<file path="src/rtl/dacseq_pkg.sv">
package dacseq_pkg;

  localparam int FRAME_W = 16;
  localparam int CODE_W  = 12;

  typedef enum logic [1:0] {
    OP_CONFIG      = 2'd0,
    OP_WRITE_A     = 2'd1,
    OP_WRITE_B     = 2'd2,
    OP_UPDATE_BOTH = 2'd3
  } dac_op_e;

  typedef enum logic [2:0] {
    ST_IDLE,
    ST_LEAD,
    ST_LOW,
    ST_HIGH,
    ST_TAIL,
    ST_GAP
  } eng_state_e;

  localparam logic [1:0] SEL_B_AND_BUF = 2'b00;
  localparam logic [1:0] SEL_BUF_ONLY  = 2'b01;
  localparam logic [1:0] SEL_A_LOAD_B  = 2'b10;
  localparam logic [1:0] SEL_CONTROL   = 2'b11;

  // Select bits straddle the speed and power flags.
  function automatic logic [FRAME_W-1:0] pack_frame(input logic [1:0] sel,
                                                    input logic fast,
                                                    input logic pdown,
                                                    input logic [CODE_W-1:0] payload);
    return {sel[1], fast, pdown, sel[0], payload};
  endfunction

endpackage

</file>
<file path="src/rtl/dacseq_cfg_store.sv">
module dacseq_cfg_store (
  input  logic clk,
  input  logic rst_n,
  input  logic load,
  input  logic fast_in,
  input  logic pdown_in,
  output logic fast_q,
  output logic pdown_q
);

  always_ff @(posedge clk or negedge rst_n) begin
    if (!rst_n) begin
      fast_q  <= 1'b0;
      pdown_q <= 1'b0;
    end else if (load) begin
      fast_q  <= fast_in;
      pdown_q <= pdown_in;
    end
  end

endmodule

</file>
<file path="src/rtl/dacseq_planner.sv">
module dacseq_planner
  import dacseq_pkg::*;
(
  input  dac_op_e             op,
  input  logic [CODE_W-1:0]   code_a,
  input  logic [CODE_W-1:0]   code_b,
  input  logic [1:0]          ref_sel,
  input  logic                fast,
  input  logic                pdown,
  output logic [FRAME_W-1:0]  word_first,
  output logic [FRAME_W-1:0]  word_second,
  output logic                two_frames
);

  localparam int PAD_W = CODE_W - 2;

  always_comb begin
    word_second = pack_frame(SEL_A_LOAD_B, fast, pdown, code_a);
    two_frames  = 1'b0;
    case (op)
      OP_CONFIG:  word_first = pack_frame(SEL_CONTROL, fast, pdown, {{PAD_W{1'b0}}, ref_sel});
      OP_WRITE_A: word_first = pack_frame(SEL_A_LOAD_B, fast, pdown, code_a);
      OP_WRITE_B: word_first = pack_frame(SEL_B_AND_BUF, fast, pdown, code_b);
      default: begin
        word_first = pack_frame(SEL_BUF_ONLY, fast, pdown, code_b);
        two_frames = 1'b1;
      end
    endcase
  end

endmodule

</file>
<file path="src/rtl/dacseq_serial_engine.sv">
module dacseq_serial_engine
  import dacseq_pkg::*;
#(
  parameter int HALF_W   = 8,
  parameter int LEAD_CYC = 2,
  parameter int TAIL_CYC = 2,
  parameter int GAP_CYC  = 4
) (
  input  logic               clk,
  input  logic               rst_n,
  input  logic               start,
  input  logic [FRAME_W-1:0] start_word,
  input  logic [HALF_W-1:0]  start_half,
  output logic               cs_n,
  output logic               sclk,
  output logic               din,
  output logic               frame_done,
  output logic               last_bit
);

  localparam int FIX_MAX = (LEAD_CYC > TAIL_CYC) ?
                           ((LEAD_CYC > GAP_CYC) ? LEAD_CYC : GAP_CYC) :
                           ((TAIL_CYC > GAP_CYC) ? TAIL_CYC : GAP_CYC);
  localparam int FIX_W   = $clog2(FIX_MAX + 1);
  localparam int CNT_W   = (HALF_W > FIX_W) ? HALF_W : FIX_W;
  localparam int BIT_W   = $clog2(FRAME_W);

  eng_state_e           state;
  logic [CNT_W-1:0]     cnt;
  logic [FRAME_W-1:0]   shreg;
  logic [BIT_W-1:0]     bit_idx;
  logic [HALF_W-1:0]    half_q;
  logic [CNT_W-1:0]     half_m1;
  logic                 phase_end;
  logic                 take;

  assign half_m1    = CNT_W'(half_q) - CNT_W'(1);
  assign phase_end  = (cnt == '0);
  assign frame_done = (state == ST_GAP) && phase_end;
  assign take       = start && ((state == ST_IDLE) || frame_done);
  assign last_bit   = (bit_idx == BIT_W'(FRAME_W - 1));

  assign cs_n = (state == ST_IDLE) || (state == ST_GAP);
  assign sclk = (state != ST_LOW);
  assign din  = !cs_n && shreg[FRAME_W-1];

  always_ff @(posedge clk or negedge rst_n) begin
    if (!rst_n) begin
      state   <= ST_IDLE;
      cnt     <= '0;
      shreg   <= '0;
      bit_idx <= '0;
      half_q  <= '0;
    end else if (take) begin
      state   <= ST_LEAD;
      cnt     <= CNT_W'(LEAD_CYC - 1);
      shreg   <= start_word;
      bit_idx <= '0;
      half_q  <= start_half;
    end else begin
      case (state)
        ST_LEAD: begin
          if (phase_end) begin
            state <= ST_LOW;
            cnt   <= half_m1;
          end else begin
            cnt <= cnt - 1'b1;
          end
        end
        ST_LOW: begin
          if (phase_end) begin
            if (last_bit) begin
              state <= ST_TAIL;
              cnt   <= CNT_W'(TAIL_CYC - 1);
            end else begin
              state   <= ST_HIGH;
              cnt     <= half_m1;
              shreg   <= {shreg[FRAME_W-2:0], 1'b0};
              bit_idx <= bit_idx + 1'b1;
            end
          end else begin
            cnt <= cnt - 1'b1;
          end
        end
        ST_HIGH: begin
          if (phase_end) begin
            state <= ST_LOW;
            cnt   <= half_m1;
          end else begin
            cnt <= cnt - 1'b1;
          end
        end
        ST_TAIL: begin
          if (phase_end) begin
            state <= ST_GAP;
            cnt   <= CNT_W'(GAP_CYC - 1);
          end else begin
            cnt <= cnt - 1'b1;
          end
        end
        ST_GAP: begin
          if (phase_end) begin
            state <= ST_IDLE;
          end else begin
            cnt <= cnt - 1'b1;
          end
        end
        default: state <= ST_IDLE;
      endcase
    end
  end

endmodule

</file>
<file path="src/rtl/dac_frame_sequencer.sv">
module dac_frame_sequencer
  import dacseq_pkg::*;
#(
  parameter int DIV_W    = 8,
  parameter int MIN_HALF = 3,
  parameter int LEAD_CYC = 2,
  parameter int TAIL_CYC = 2,
  parameter int GAP_CYC  = 4
) (
  input  logic             clk,
  input  logic             rst_n,
  input  logic             req_valid,
  output logic             req_ready,
  input  logic [1:0]       req_op,
  input  logic [11:0]      req_code_a,
  input  logic [11:0]      req_code_b,
  input  logic             req_fast,
  input  logic             req_pdown,
  input  logic [1:0]       req_ref,
  input  logic [DIV_W-1:0] div_half,
  output logic             ser_cs_n,
  output logic             ser_sclk,
  output logic             ser_din
);

  function automatic logic [DIV_W-1:0] clamp_half(input logic [DIV_W-1:0] d);
    return (d < DIV_W'(MIN_HALF)) ? DIV_W'(MIN_HALF) : d;
  endfunction

  dac_op_e            op_e;
  logic               accept;
  logic               seq_busy;
  logic               pend_q;
  logic [FRAME_W-1:0] second_q;
  logic [DIV_W-1:0]   half_q;
  logic               fast_q, pdown_q;
  logic               fast_eff, pdown_eff;
  logic               is_cfg;
  logic [FRAME_W-1:0] word_first, word_second;
  logic               two_frames;
  logic               eng_start;
  logic [FRAME_W-1:0] eng_word;
  logic [DIV_W-1:0]   eng_half;
  logic               eng_done;
  logic               eng_last_bit;

  assign op_e      = dac_op_e'(req_op);
  assign req_ready = !seq_busy;
  assign accept    = req_valid && req_ready;
  assign is_cfg    = (op_e == OP_CONFIG);
  assign fast_eff  = is_cfg ? req_fast  : fast_q;
  assign pdown_eff = is_cfg ? req_pdown : pdown_q;

  dacseq_cfg_store u_cfg (
    .clk      (clk),
    .rst_n    (rst_n),
    .load     (accept && is_cfg),
    .fast_in  (req_fast),
    .pdown_in (req_pdown),
    .fast_q   (fast_q),
    .pdown_q  (pdown_q)
  );

  dacseq_planner u_plan (
    .op          (op_e),
    .code_a      (req_code_a),
    .code_b      (req_code_b),
    .ref_sel     (req_ref),
    .fast        (fast_eff),
    .pdown       (pdown_eff),
    .word_first  (word_first),
    .word_second (word_second),
    .two_frames  (two_frames)
  );

  assign eng_start = accept || (eng_done && pend_q);
  assign eng_word  = accept ? word_first : second_q;
  assign eng_half  = accept ? clamp_half(div_half) : half_q;

  always_ff @(posedge clk or negedge rst_n) begin
    if (!rst_n) begin
      seq_busy <= 1'b0;
      pend_q   <= 1'b0;
      second_q <= '0;
      half_q   <= DIV_W'(MIN_HALF);
    end else if (accept) begin
      seq_busy <= 1'b1;
      pend_q   <= two_frames;
      second_q <= word_second;
      half_q   <= clamp_half(div_half);
    end else if (eng_done) begin
      if (pend_q) pend_q <= 1'b0;
      else        seq_busy <= 1'b0;
    end
  end

  dacseq_serial_engine #(
    .HALF_W   (DIV_W),
    .LEAD_CYC (LEAD_CYC),
    .TAIL_CYC (TAIL_CYC),
    .GAP_CYC  (GAP_CYC)
  ) u_eng (
    .clk        (clk),
    .rst_n      (rst_n),
    .start      (eng_start),
    .start_word (eng_word),
    .start_half (eng_half),
    .cs_n       (ser_cs_n),
    .sclk       (ser_sclk),
    .din        (ser_din),
    .frame_done (eng_done),
    .last_bit   (eng_last_bit)
  );

endmodule

</file>
<file path="config.mk">
export PLATFORM = sky130hd
export DESIGN_NAME = dac_frame_sequencer
export DESIGN_NICKNAME = d
export VERILOG_FILES = /design/src/rtl/dacseq_pkg.sv /design/src/rtl/dacseq_cfg_store.sv /design/src/rtl/dacseq_planner.sv /design/src/rtl/dacseq_serial_engine.sv /design/src/rtl/dac_frame_sequencer.sv
export SDC_FILE = /design/constraint.sdc
export NUM_CORES = 1
export LEC_CHECK = 0
export BUFFER_PORTS_ARGS = -buffer_cell sky130_fd_sc_hd__buf_4
export CORE_UTILIZATION = 45
export CTS_CLUSTER_DIAMETER = 60
export DETAILED_ROUTE_END_ITERATION = 10
export GPL_ROUTABILITY_DRIVEN = 0
export SLEW_MARGIN = 15
export SYNTH_ARGS = -nofsm -noshare
export SYNTH_HDL_FRONTEND = slang
export SYNTH_HIERARCHICAL = 1
export SYNTH_SLANG_ARGS = --single-unit
export TNS_END_PERCENT = 5
</file>
<file path="constraint.sdc">
create_clock -name clk -period 8.5 [get_ports clk]
set_clock_uncertainty 0.1 [all_clocks]
set_input_delay 0 -clock clk [delete_from_list [all_inputs] [get_ports clk]]
set_output_delay 0 -clock clk [all_outputs]
set_load 0.01 [all_outputs]
</file>
==> metrics.txt <==
cell count after synthesis=434; unrepaired setup endpoints after global routing=no; CTS buffer count=9; largest net degree at the start of global routing=68; core area=0.00826 mm²; EDFF count, synth=0; worst slew pin tran=865 ps; number of max-cap violations=0; area leader, netlist=dfrtp_1; syn avg cell area=8.92 µm²; status=finished, final reports clean; layout cells sized above 1=18.4%; number of global-route vias before repair=2,806; final hold vios=0; worst vdd ir=0.0000698 V; Post-CTS Setup Inserts=0; worst-skew pair later-pin latency=340 ps; top cell type's share of synthesized area=42.0%; CTS tree=done; Util after Layout=55.9%; CP top delay family=simple AND/OR/NAND/NOR gates; drt via density=5.12; Clock Sinks=67; Distinct cells, synth=52; Placed Instances=547; busiest layer in global routing=met2; nets=534; Setup TNS=0 ps; drt pass-1 iters=4; reg2reg setup slack=5150 ps; WP data required=8620 ps; antenna-violating nets left=0; Reg clk slew, reported paths=80 ps; synth warn=6; P_sw=168 µW; Critical Path Slowest Stage Cell=or3_1; top cells by area, synth=dfrtp_1 42%, nand2_1 13%, buf_4 4.5%; cts repair resizes=0; clock tree buffer depth=2; Hold Crit Class=in2reg; PortBufs=44; synthesized netlist net count=483; Chip Width=94.8 µm; initial antenna violation count=0; Lkg Pwr=0.00216 µW; ys async rst share=100%; area delta synth->final=19.2%; antenna fix cells=0; combinational power share=9.8%; hpwl dp=5160 µm; DRT iter0 DRCs=163; cell-internal power=536 µW; Chip Height=94.8 µm; Total Wirelength=7880 µm; vias=3,047; clock share of power=42.2%; Avg WL per Cell=13.2 µm; global-route wire length before repair=13,400 µm; hold buffer count at cts=32; crit-path max FO=50; CP Capture Type=flop; Yosys reg bits=67; GRT met3 Usage=2.90%; crit path cell chain=or4_1 > or3_1 > nor2_1 > nand2_1 > nand2_1 > inv_1 > nor3_2 > buf_4 > mux2_2; Worst setup SP type=flop; Top FF cell, synth=dfrtp_1; Sw Ratio=23.8%; grt met2 use=29.7%; num rows=33; Final Slew Violations=0; Period minus WS final=3350 ps; Max Freq=0.299 GHz; clk root buf=clkbuf_8; Cell Area, Synth=0.00387 mm²; non-filler cells, final=595; total track usage=19.2%; Cell Pwr Density=153 mW/mm²; final instance area=0.00461 mm²; final worst path period share=39.4%; Ports=45; Critical Path AT=3470 ps; Setup CP Type=reg2reg; Buf/Inv on CP=2; grt total ovfl=0; crit-path most repeated cell=nand2_1; Slew headroom=42.2%; Starting Density=46.9%; H-tree level count=3; Seq/Total Area, Yosys=43.4%; Placed Instance Area=0.00407 mm²; DRC errors left=0; Reg power frac=48.0%; total die area=0.00898 mm²; setup violators final=0; CP max stage delay=660 ps; GR Layer Usage met1=27.5%
-- cell families after synthesis --
kind of cell	count (synthesis)	share of synthesized area (%)
simple gates	197	22.2
xor+xnor	12	2.71
mux	24	6.53
other cells	2	0.194
compound gates	72	13.5
buf+inv	52	8.86
fa+ha+maj	8	2.59
flops	67	43.4
-- Yosys cell counts (all sizes together), types with 3 or more instances --
library cell,n
a22o,11
nor2,24
a22oi,5
xnor2,7
ha,8
mux2i,14
nand3,6
nand2,136
nor4,3
dfrtp,65
o21ai,23
xor2,5
buf,35
o2bb2ai,5
a221o,3
nor3,9
a31oi,5
clkbuf,4
inv,13
nor2b,5
a21oi,10
mux2,10
-- final cells by class --
class / instances / area (µm²)
repair buffers: 79 / 673
well taps: 105 / 131
inverters: 13 / 48.8
flip-flops and latches: 67 / 1680
multi-input cells: 315 / 1860
fillers: 758 / 3640
clock inverters: 7 / 100
clock buffers: 9 / 124
-- worst register-to-register path, stage by stage, from the launching register on --
cell and delay, ps:
dfrtp_1 450, or4_1 550, or3_1 660, nor2_1 250, nand2_1 70, nand2_1 60
inv_1 50, nor3_2 160, buf_4 460, mux2_2 420
-- state kept, by name, indices dropped and copies added, names as in the netlist --
register,flops
second_q,16
u_eng/shreg,16
half_q,8
u_eng/cnt,8
u_eng/half_q,8
u_eng/bit_idx,4
u_eng/state,3
pend_q,1
seq_busy,1
u_cfg/fast_q,1
u_cfg/pdown_q,1
-- power groups by stage --
stage	Combinational [µW]	Clock [µW]	Sequential, µW
floorplan	36.1	0	342
global placement	57.4	0	344
detailed placement	57.8	0	344
CTS	69.3	305	338
global route	77.4	315	339
finish	68.8	297	338
-- metal layers --
layer  vias to the layer above  share of wire [%]
li1                       1555                  -
met4                         0                1.4
met2                        52                 44
met3                        10                2.7
met5                         -                  0
met1                      1430                 51
-- layout by cell type, fill, tap and decap left out, drive strengths merged, types with 3 or more instances in the layout --
cell type,instances
nand2,136
dfrtp,65
buf,47
dlygate4sd3,32
nor2,24
o21ai,23
inv,15
mux2i,14
a22o,11
a21oi,10
mux2,10
clkbuf,9
nor3,9
ha,8
xnor2,7
nand3,6
xor2,5
a31oi,5
o2bb2ai,5
a22oi,5
nor2b,5
nor4,3
clkinvlp,3
a221o,3
-- per-stage QoR --
stage / hold slack, ps / worst slack (ps) / total power [µW]
global placement: 74.2 / 5230 / 401
global route: 22.3 / 4900 / 732
detailed placement: 74.4 / 5170 / 402
CTS: 5.06 / 5150 / 712
finish: 15.0 / 5150 / 704
floorplan: -396 / 5490 / 378
-- worst paths after layout --
check,from,endpoint,depth (start not counted)
max reg2reg,u_eng/cnt[2]$_DFFE_PN0P_,u_eng/half_q[4]$_DFFE_PN0N_,9
min,req_code_b[11],u_eng/shreg[11]$_DFFE_PN0P_,6
max,u_eng/cnt[2]$_DFFE_PN0P_,u_eng/half_q[4]$_DFFE_PN0N_,9
max in group asynchronous,rst_n,u_eng/shreg[9]$_DFFE_PN0P_,2
min reg2reg,second_q[14]$_DFFE_PN0P_,second_q[14]$_DFFE_PN0P_,2
min in group asynchronous,rst_n,u_eng/cnt[0]$_DFFE_PN0P_,2
Power figures use the tool's default switching activity.
